===== src/rtl/mwt_pkg.sv =====
package mwt_pkg;
    typedef enum logic [1:0] {
        ST_IDLE   = 2'd0,
        ST_SYNC   = 2'd1,
        ST_DATA   = 2'd2,
        ST_PARITY = 2'd3
    } tx_state_e;

    localparam int SYNC_HALVES   = 6;
    localparam int SYNC_HIGH_LEN = 3;
    localparam int PAR_HALVES    = 2;
endpackage


===== src/rtl/mwt_halfcell_timer.sv =====
module mwt_halfcell_timer #(
    parameter int HALF_CYC = 8
) (
    input  logic clk,
    input  logic rst_n,
    input  logic run,
    output logic first_cyc,
    output logic cell_end
);
    localparam int CW = (HALF_CYC > 1) ? $clog2(HALF_CYC) : 1;
    localparam logic [CW-1:0] LAST = CW'(HALF_CYC - 1);

    logic [CW-1:0] cnt_q;

    always_ff @(posedge clk or negedge rst_n) begin
        if (!rst_n) begin
            cnt_q <= '0;
        end else if (!run || cell_end) begin
            cnt_q <= '0;
        end else begin
            cnt_q <= cnt_q + 1'b1;
        end
    end

    always_comb begin
        cell_end  = run && (cnt_q == LAST);
        first_cyc = (cnt_q == '0);
    end

    // The count never passes the last clock of a half-cell (R2 timing).
    assert_cnt_bound_R2: assert property (@(posedge clk) disable iff (!rst_n)
        cnt_q <= LAST);

    // A stopped timer always restarts from zero.
    assert_idle_clear_R2: assert property (@(posedge clk) disable iff (!rst_n)
        !run |=> first_cyc);
endmodule


===== src/rtl/mwt_stage.sv =====
module mwt_stage #(
    parameter int WORD_W = 16
) (
    input  logic              clk,
    input  logic              rst_n,
    input  logic              push,
    input  logic              pop,
    input  logic [WORD_W-1:0] in_data,
    input  logic              in_cmd,
    output logic              pend_v,
    output logic              nxt_v,
    output logic [WORD_W-1:0] nxt_data,
    output logic              nxt_cmd,
    output logic              nxt_par
);
    logic [WORD_W-1:0] hold_data_q;
    logic              hold_cmd_q;
    logic              hold_v_q;

    always_ff @(posedge clk or negedge rst_n) begin
        if (!rst_n) begin
            hold_v_q    <= 1'b0;
            hold_data_q <= '0;
            hold_cmd_q  <= 1'b0;
        end else if (pop) begin
            hold_v_q <= 1'b0;
        end else if (push) begin
            hold_v_q    <= 1'b1;
            hold_data_q <= in_data;
            hold_cmd_q  <= in_cmd;
        end
    end

    // A held word has priority; otherwise the input bypasses the slot.
    always_comb begin
        pend_v   = hold_v_q;
        nxt_v    = hold_v_q || push;
        nxt_data = hold_v_q ? hold_data_q : in_data;
        nxt_cmd  = hold_v_q ? hold_cmd_q : in_cmd;
        nxt_par  = ~(^nxt_data);
    end

    // A waiting word is never overwritten by a new one.
    assert_no_overwrite_R7: assert property (@(posedge clk) disable iff (!rst_n)
        (hold_v_q && !pop) |-> !push);
endmodule


===== src/rtl/mwt_encoder.sv =====
module mwt_encoder #(
    parameter int HW = 5
) (
    input  mwt_pkg::tx_state_e state,
    input  logic [HW-1:0]      hidx,
    input  logic               is_cmd,
    input  logic               msb,
    input  logic               par,
    output logic               level
);
    import mwt_pkg::*;

    always_comb begin
        unique case (state)
            ST_IDLE:   level = 1'b0;
            ST_SYNC:   level = is_cmd ? (hidx <  HW'(SYNC_HIGH_LEN))
                                      : (hidx >= HW'(SYNC_HIGH_LEN));
            ST_DATA:   level = hidx[0] ? ~msb : msb;
            ST_PARITY: level = hidx[0] ? ~par : par;
            default:   level = 1'b0;
        endcase
    end
endmodule


===== src/rtl/mwt_word_tx.sv =====
module mwt_word_tx #(
    parameter int WORD_W   = 16,
    parameter int HALF_CYC = 8
) (
    input  logic              clk,
    input  logic              rst_n,
    input  logic              in_valid,
    output logic              in_ready,
    input  logic [WORD_W-1:0] in_data,
    input  logic              in_is_cmd,
    output logic              tx_pos,
    output logic              tx_neg,
    output logic              tx_inhibit,
    output logic              busy,
    output logic              done
);
    import mwt_pkg::*;

    localparam int HW = $clog2(2 * WORD_W);
    localparam logic [HW-1:0] SYNC_LAST = HW'(SYNC_HALVES - 1);
    localparam logic [HW-1:0] DATA_LAST = HW'(2 * WORD_W - 1);
    localparam logic [HW-1:0] PAR_LAST  = HW'(PAR_HALVES - 1);

    tx_state_e         state_q, state_d;
    logic [HW-1:0]     hidx_q, hidx_d;
    logic [WORD_W-1:0] cur_word_q;
    logic              cur_cmd_q;
    logic              cur_par_q;

    logic              active;
    logic              cell_end;
    logic              first_cyc;
    logic              frame_end;
    logic              push;
    logic              pop;
    logic              pend_v;
    logic              nxt_v;
    logic [WORD_W-1:0] nxt_data;
    logic              nxt_cmd;
    logic              nxt_par;
    logic              level;

    assign active    = (state_q != ST_IDLE);
    assign frame_end = (state_q == ST_PARITY) && cell_end && (hidx_q == PAR_LAST);
    assign push      = in_valid && in_ready;
    assign pop       = nxt_v && ((state_q == ST_IDLE) || frame_end);

    mwt_halfcell_timer #(.HALF_CYC(HALF_CYC)) i_timer (
        .clk       (clk),
        .rst_n     (rst_n),
        .run       (active),
        .first_cyc (first_cyc),
        .cell_end  (cell_end)
    );

    mwt_stage #(.WORD_W(WORD_W)) i_stage (
        .clk      (clk),
        .rst_n    (rst_n),
        .push     (push),
        .pop      (pop),
        .in_data  (in_data),
        .in_cmd   (in_is_cmd),
        .pend_v   (pend_v),
        .nxt_v    (nxt_v),
        .nxt_data (nxt_data),
        .nxt_cmd  (nxt_cmd),
        .nxt_par  (nxt_par)
    );

    mwt_encoder #(.HW(HW)) i_enc (
        .state  (state_q),
        .hidx   (hidx_q),
        .is_cmd (cur_cmd_q),
        .msb    (cur_word_q[WORD_W-1]),
        .par    (cur_par_q),
        .level  (level)
    );

    // Next-state logic.
    always_comb begin
        state_d = state_q;
        hidx_d  = hidx_q;
        unique case (state_q)
            ST_IDLE: begin
                if (nxt_v) begin
                    state_d = ST_SYNC;
                    hidx_d  = '0;
                end
            end
            ST_SYNC: begin
                if (cell_end) begin
                    if (hidx_q == SYNC_LAST) begin
                        state_d = ST_DATA;
                        hidx_d  = '0;
                    end else begin
                        hidx_d = hidx_q + 1'b1;
                    end
                end
            end
            ST_DATA: begin
                if (cell_end) begin
                    if (hidx_q == DATA_LAST) begin
                        state_d = ST_PARITY;
                        hidx_d  = '0;
                    end else begin
                        hidx_d = hidx_q + 1'b1;
                    end
                end
            end
            ST_PARITY: begin
                if (cell_end) begin
                    if (hidx_q == PAR_LAST) begin
                        state_d = nxt_v ? ST_SYNC : ST_IDLE;
                        hidx_d  = '0;
                    end else begin
                        hidx_d = hidx_q + 1'b1;
                    end
                end
            end
            default: begin
                state_d = ST_IDLE;
                hidx_d  = '0;
            end
        endcase
    end

    // State register.
    always_ff @(posedge clk or negedge rst_n) begin
        if (!rst_n) begin
            state_q <= ST_IDLE;
            hidx_q  <= '0;
        end else begin
            state_q <= state_d;
            hidx_q  <= hidx_d;
        end
    end

    // Word register: loaded on pop, shifted after each odd data half-cell.
    always_ff @(posedge clk or negedge rst_n) begin
        if (!rst_n) begin
            cur_word_q <= '0;
            cur_cmd_q  <= 1'b0;
            cur_par_q  <= 1'b0;
        end else if (pop) begin
            cur_word_q <= nxt_data;
            cur_cmd_q  <= nxt_cmd;
            cur_par_q  <= nxt_par;
        end else if ((state_q == ST_DATA) && cell_end && hidx_q[0]) begin
            cur_word_q <= {cur_word_q[WORD_W-2:0], 1'b0};
        end
    end

    // Output logic.
    always_comb begin
        tx_inhibit = !active;
        tx_pos     = active && level;
        tx_neg     = active && !level;
        busy       = active;
        in_ready   = (state_q == ST_IDLE) || ((state_q == ST_PARITY) && !pend_v);
        done       = frame_end;
    end

    // both line outputs are quiet while inhibited.
    assert_quiet_idle_R6: assert property (@(posedge clk) disable iff (!rst_n)
        tx_inhibit |-> (!tx_pos && !tx_neg));

    // the outputs are complementary while driving.
    assert_complement_R6: assert property (@(posedge clk) disable iff (!rst_n)
        !tx_inhibit |-> (tx_pos != tx_neg));

    // the line level holds steady inside a half-cell.
    assert_halfcell_stable_R6: assert property (@(posedge clk) disable iff (!rst_n)
        (active && !first_cyc) |-> $stable(tx_pos));

    // a word offered while idle starts a frame on the next clock.
    assert_start_next_R2: assert property (@(posedge clk) disable iff (!rst_n)
        (state_q == ST_IDLE && in_valid) |=> (state_q == ST_SYNC && !tx_inhibit));

    // a waiting word chains straight into a new sync.
    assert_chain_R8: assert property (@(posedge clk) disable iff (!rst_n)
        (frame_end && nxt_v) |=> (state_q == ST_SYNC && hidx_q == '0 && !tx_inhibit));

    // with nothing waiting, the driver is released after the frame.
    assert_release_R9: assert property (@(posedge clk) disable iff (!rst_n)
        (frame_end && !nxt_v) |=> tx_inhibit);

    // no word is taken during sync or data.
    assert_no_take_mid_R7: assert property (@(posedge clk) disable iff (!rst_n)
        (state_q == ST_SYNC || state_q == ST_DATA) |-> !in_ready);
endmodule


===== config.mk =====
export PLATFORM = sky130hd
export DESIGN_NAME = mwt_word_tx
export DESIGN_NICKNAME = d
export VERILOG_FILES = /design/src/rtl/mwt_pkg.sv /design/src/rtl/mwt_halfcell_timer.sv /design/src/rtl/mwt_stage.sv /design/src/rtl/mwt_encoder.sv /design/src/rtl/mwt_word_tx.sv
export SDC_FILE = /design/constraint.sdc
export NUM_CORES = 1
export LEC_CHECK = 0
export BUFFER_PORTS_ARGS = -buffer_cell sky130_fd_sc_hd__buf_2
export CORE_AREA = 2 2 82 104
export CTS_CLUSTER_SIZE = 28
export DETAILED_ROUTE_END_ITERATION = 8
export DIE_AREA = 0 0 84 106
export PLACE_DENSITY_LB_ADDON = 0.2
export SLEW_MARGIN = 10
export SYNTH_ARGS = -nofsm -noshare
export SYNTH_HDL_FRONTEND = slang
export SYNTH_SLANG_ARGS = --single-unit

===== constraint.sdc =====
create_clock -name clk -period 1.9 [get_ports clk]
set_input_delay 0.38 -clock clk [delete_from_list [all_inputs] [get_ports clk]]
set_output_delay 0.38 -clock clk [all_outputs]
set_load 0.01 [all_outputs]

==> out/metrics.yaml <==
die_width_um: 84
yosysSeqAreaShare_pct: 41.3
tns_ns: -7.17
fin_area_um2: 4010
cts.sinks: 46
period_minus_slack_ns: 2.29
grt_max_degree: 47
cts_buffers: 5
grt_remaining_overflow: 0
power_density_nw_per_um2: 466
ctsRootBufferMaster: "clkbuf_8"
path_class: "reg -> out"
synth_top_family_by_area: "multiplexers"
initial_core_util_pct: 34.8
hold_path.class: "in -> async"
coreArea_um2: 8010
hold_viol_final: 0
dpl_cell_area_um2: 3240
fmax_mhz: 436
grt_use_total_pct: 15.2
maxSlewViolCount: 0
yosys.area_share.simple_pct: 10.6
ios: 26
clock_path_buffers: 2
wl_per_cell_um: 15.1
nets: 345
io_buffers: 25
synth.area.top_cells: "dfrtp_1 (41%), mux2i_1 (9.0%), mux2_1 (6.1%), xor2_1 (5.7%), mux2_4 (5.4%)"
grt_pass1_wl_mm: 10.9
ys.flop_type: "dfrtp_1"
cts-htree-levels: 2
timing.final.crit_share_pct: 121
synth_area_um2: 2790
grt_pass1_vias: 2166
diodes: 0
synth_cell_types: 44
async_flop_share_pct: 100
cp_max_fo: 3
syn-num-nets: 273
antenna_found_initial: 0
die_h_um: 106
met3_usage_pct: 2.87
worst_slew_pin_slew_ns: 0.375
clock_latency_ns: 0.30
dieArea_um2: 8900
row_count: 37
drt_iter0_drc: 24
end_kind: "primary output"
rsz0062_at_grt: "yes"
hpwl_mm: 3.93
place_congestion: 0.763
violations: "setup timing"
syn_area_per_cell_um2: 11.5
crit_required_ns: 1.52
drive_gt1_share_pct: 54.1
synth_xor_area_share_pct: 7.85
wirelength_mm: 6.24
cellLeakagePower_nw: 1.92
synth.largest_area_cell: "dfrtp_1"
synth.area.mux_share_pct: 24.0
start_kind: "flop"
final-setup-viol-count: 40
grt-busiest-layer: "met2"
yosysTopAreaCellShare_pct: 41.3
use_met1_pct: 19.7
max-cap-violations: 0
dp_worst_setup_slack_ns: -0.152
viasPerCell: 4.93
firstDrtPassIters: 4
max-vdd-ir-drop_mv: 0.254
status: "finished, violations left"
synth_warnings: 0
fillers: 720
met2_usage_pct: 26.2
slew-limit-headroom_pct: 75.0
vias: 2035
synth_edf_count: 0
syn_to_final_growth_pct: 43.8
synth_compound_area_share_pct: 8.52
cts_tree: "done"
drc: 0
timing.final.ws_setup_ns: -0.392
yosys.area_share.adder_pct: 4.48
postSynthCellCount: 243
antenna_left: 0
path_clk_slew_ns: 0.08
fin_worst_skew_ns: 0.00781
yosys_register_bits: 46
cp.arrival_ns: 1.91
==> path summary, 6_finish.rpt <==
check	start	end	slack, ns	cells past startpoint
setup / recovery	hidx_q[0]	tx_neg	-0.39	6
hold / removal	rst_n	i_stage.hold_data_q[9]	0.04	2
setup reg to reg	hidx_q[1]	cur_word_q[7]	-0.22	13
hold reg to reg	i_timer.cnt_q[0]	i_timer.cnt_q[0]	0.46	1
max in group asynchronous	rst_n	hidx_q[0]	1.59	2
min in group clk	in_is_cmd	i_stage.hold_cmd_q	0.34	2
==> layer usage <==
metal  routed length [um]  vias up
li1                     -      996
met1                 2720     1007
met2                 3290       25
met3                  153        7
met4                   72        0
met5                    0        -
==> layout by cell type, fill, tap and decap left out, types with 2 or more instances in the layout <==
master and n:
mux2_1 8, ha_2 2, dfrtp_1 44, mux2i_1 25, buf_2 24, buf_12 8
clkbuf_8 6, o21ai_2 3, xnor2_1 7, ha_4 2, inv_2 2, o21ai_0 2
dfrtp_2 2, nor2_4 17, a21oi_1 2, buf_4 28, ha_1 6, a21oi_2 17
a21o_1 4, buf_6 11, nor2_1 4, mux2_2 8, nor3b_1 2, inv_1 3
mux2_4 18, nor2_2 2, nand2_1 4, buf_16 4, nor3_1 4, xor2_1 18
==> worst max-delay path: stages (launching register included) <==
cell,delay (ns)
dfrtp_2,0.44
a2111oi_4,0.36
mux2i_1,0.13
a222oi_1,0.41
nor2_1,0.09
nor2_2,0.08
buf_2,0.12
==> where the power goes <==
group | leakage [nW] | total, mW | switching [mW] | internal (mW)
sequential | 0.589 | 1.01 | 0.0119 | 0.998
clock | 0.0482 | 0.624 | 0.330 | 0.294
combinational | 1.28 | 0.235 | 0.120 | 0.115
==> stage by stage <==
stage | std cells | power, mW | hold WS (ns) | utilization, %
floorplan | 243 | 1.14 | 0.0844 | -
global placement | 384 | 1.23 | 0.391 | 40.4
detailed placement | 384 | 1.23 | 0.393 | 40.4
CTS | 410 | 1.87 | 0.0634 | 47.4
global route | 413 | 1.96 | 0.0588 | 50.1
finish | 413 | 1.87 | 0.0402 | 50.1
==> area by class of cell <==
class,instances,area [um2],share of cell area [%]
clock inverters,1,5.00,0.125
clock buffers,7,86.3,2.15
well taps,97,121,3.03
inverters,6,25.0,0.624
flip-flops and latches,46,1150,28.8
multi-input cells,181,1900,47.3
repair buffers,75,724,18.1
==> kinds of logic after synthesis <==
family,after synthesis
mux,59
simple gates,50
flops,46
compound gates,37
xor+xnor,25
buf+inv,16
fa+ha+maj,10
==> synthesized netlist by cell type, drive strengths merged (2+ instances only) <==
cell   count
buf       10
mux2      34
nand3      2
xnor2      7
dfrtp     46
inv        6
nor3       5
xor2      18
nor4b      2
ha        10
a21oi     19
o21ai      6
a21o       4
nor3b      2
nand2      6
and3       2
nor2      24
mux2i     25
==> repair_timing <==
item / in CTS / in global routing
gates cloned: 5 / 0
pin swaps: 24 / 18
gates resized for setup: 59 / 51
setup buffers: 14 / 8
hold buffers: 0 / 0
setup endpoints to repair: 42 / 47
==> sequential cells by signal (all words and copies together), names as in the netlist <==
signal,cells
state_q,2
cur_cmd_q,1
i_stage.pend_v,1
cur_par_q,1
i_timer.cnt_q,3
i_stage.hold_cmd_q,1
i_stage.hold_data_q,16
cur_word_q,16
hidx_q,5
No activity file was read; power rests on OpenSTA's default activity.
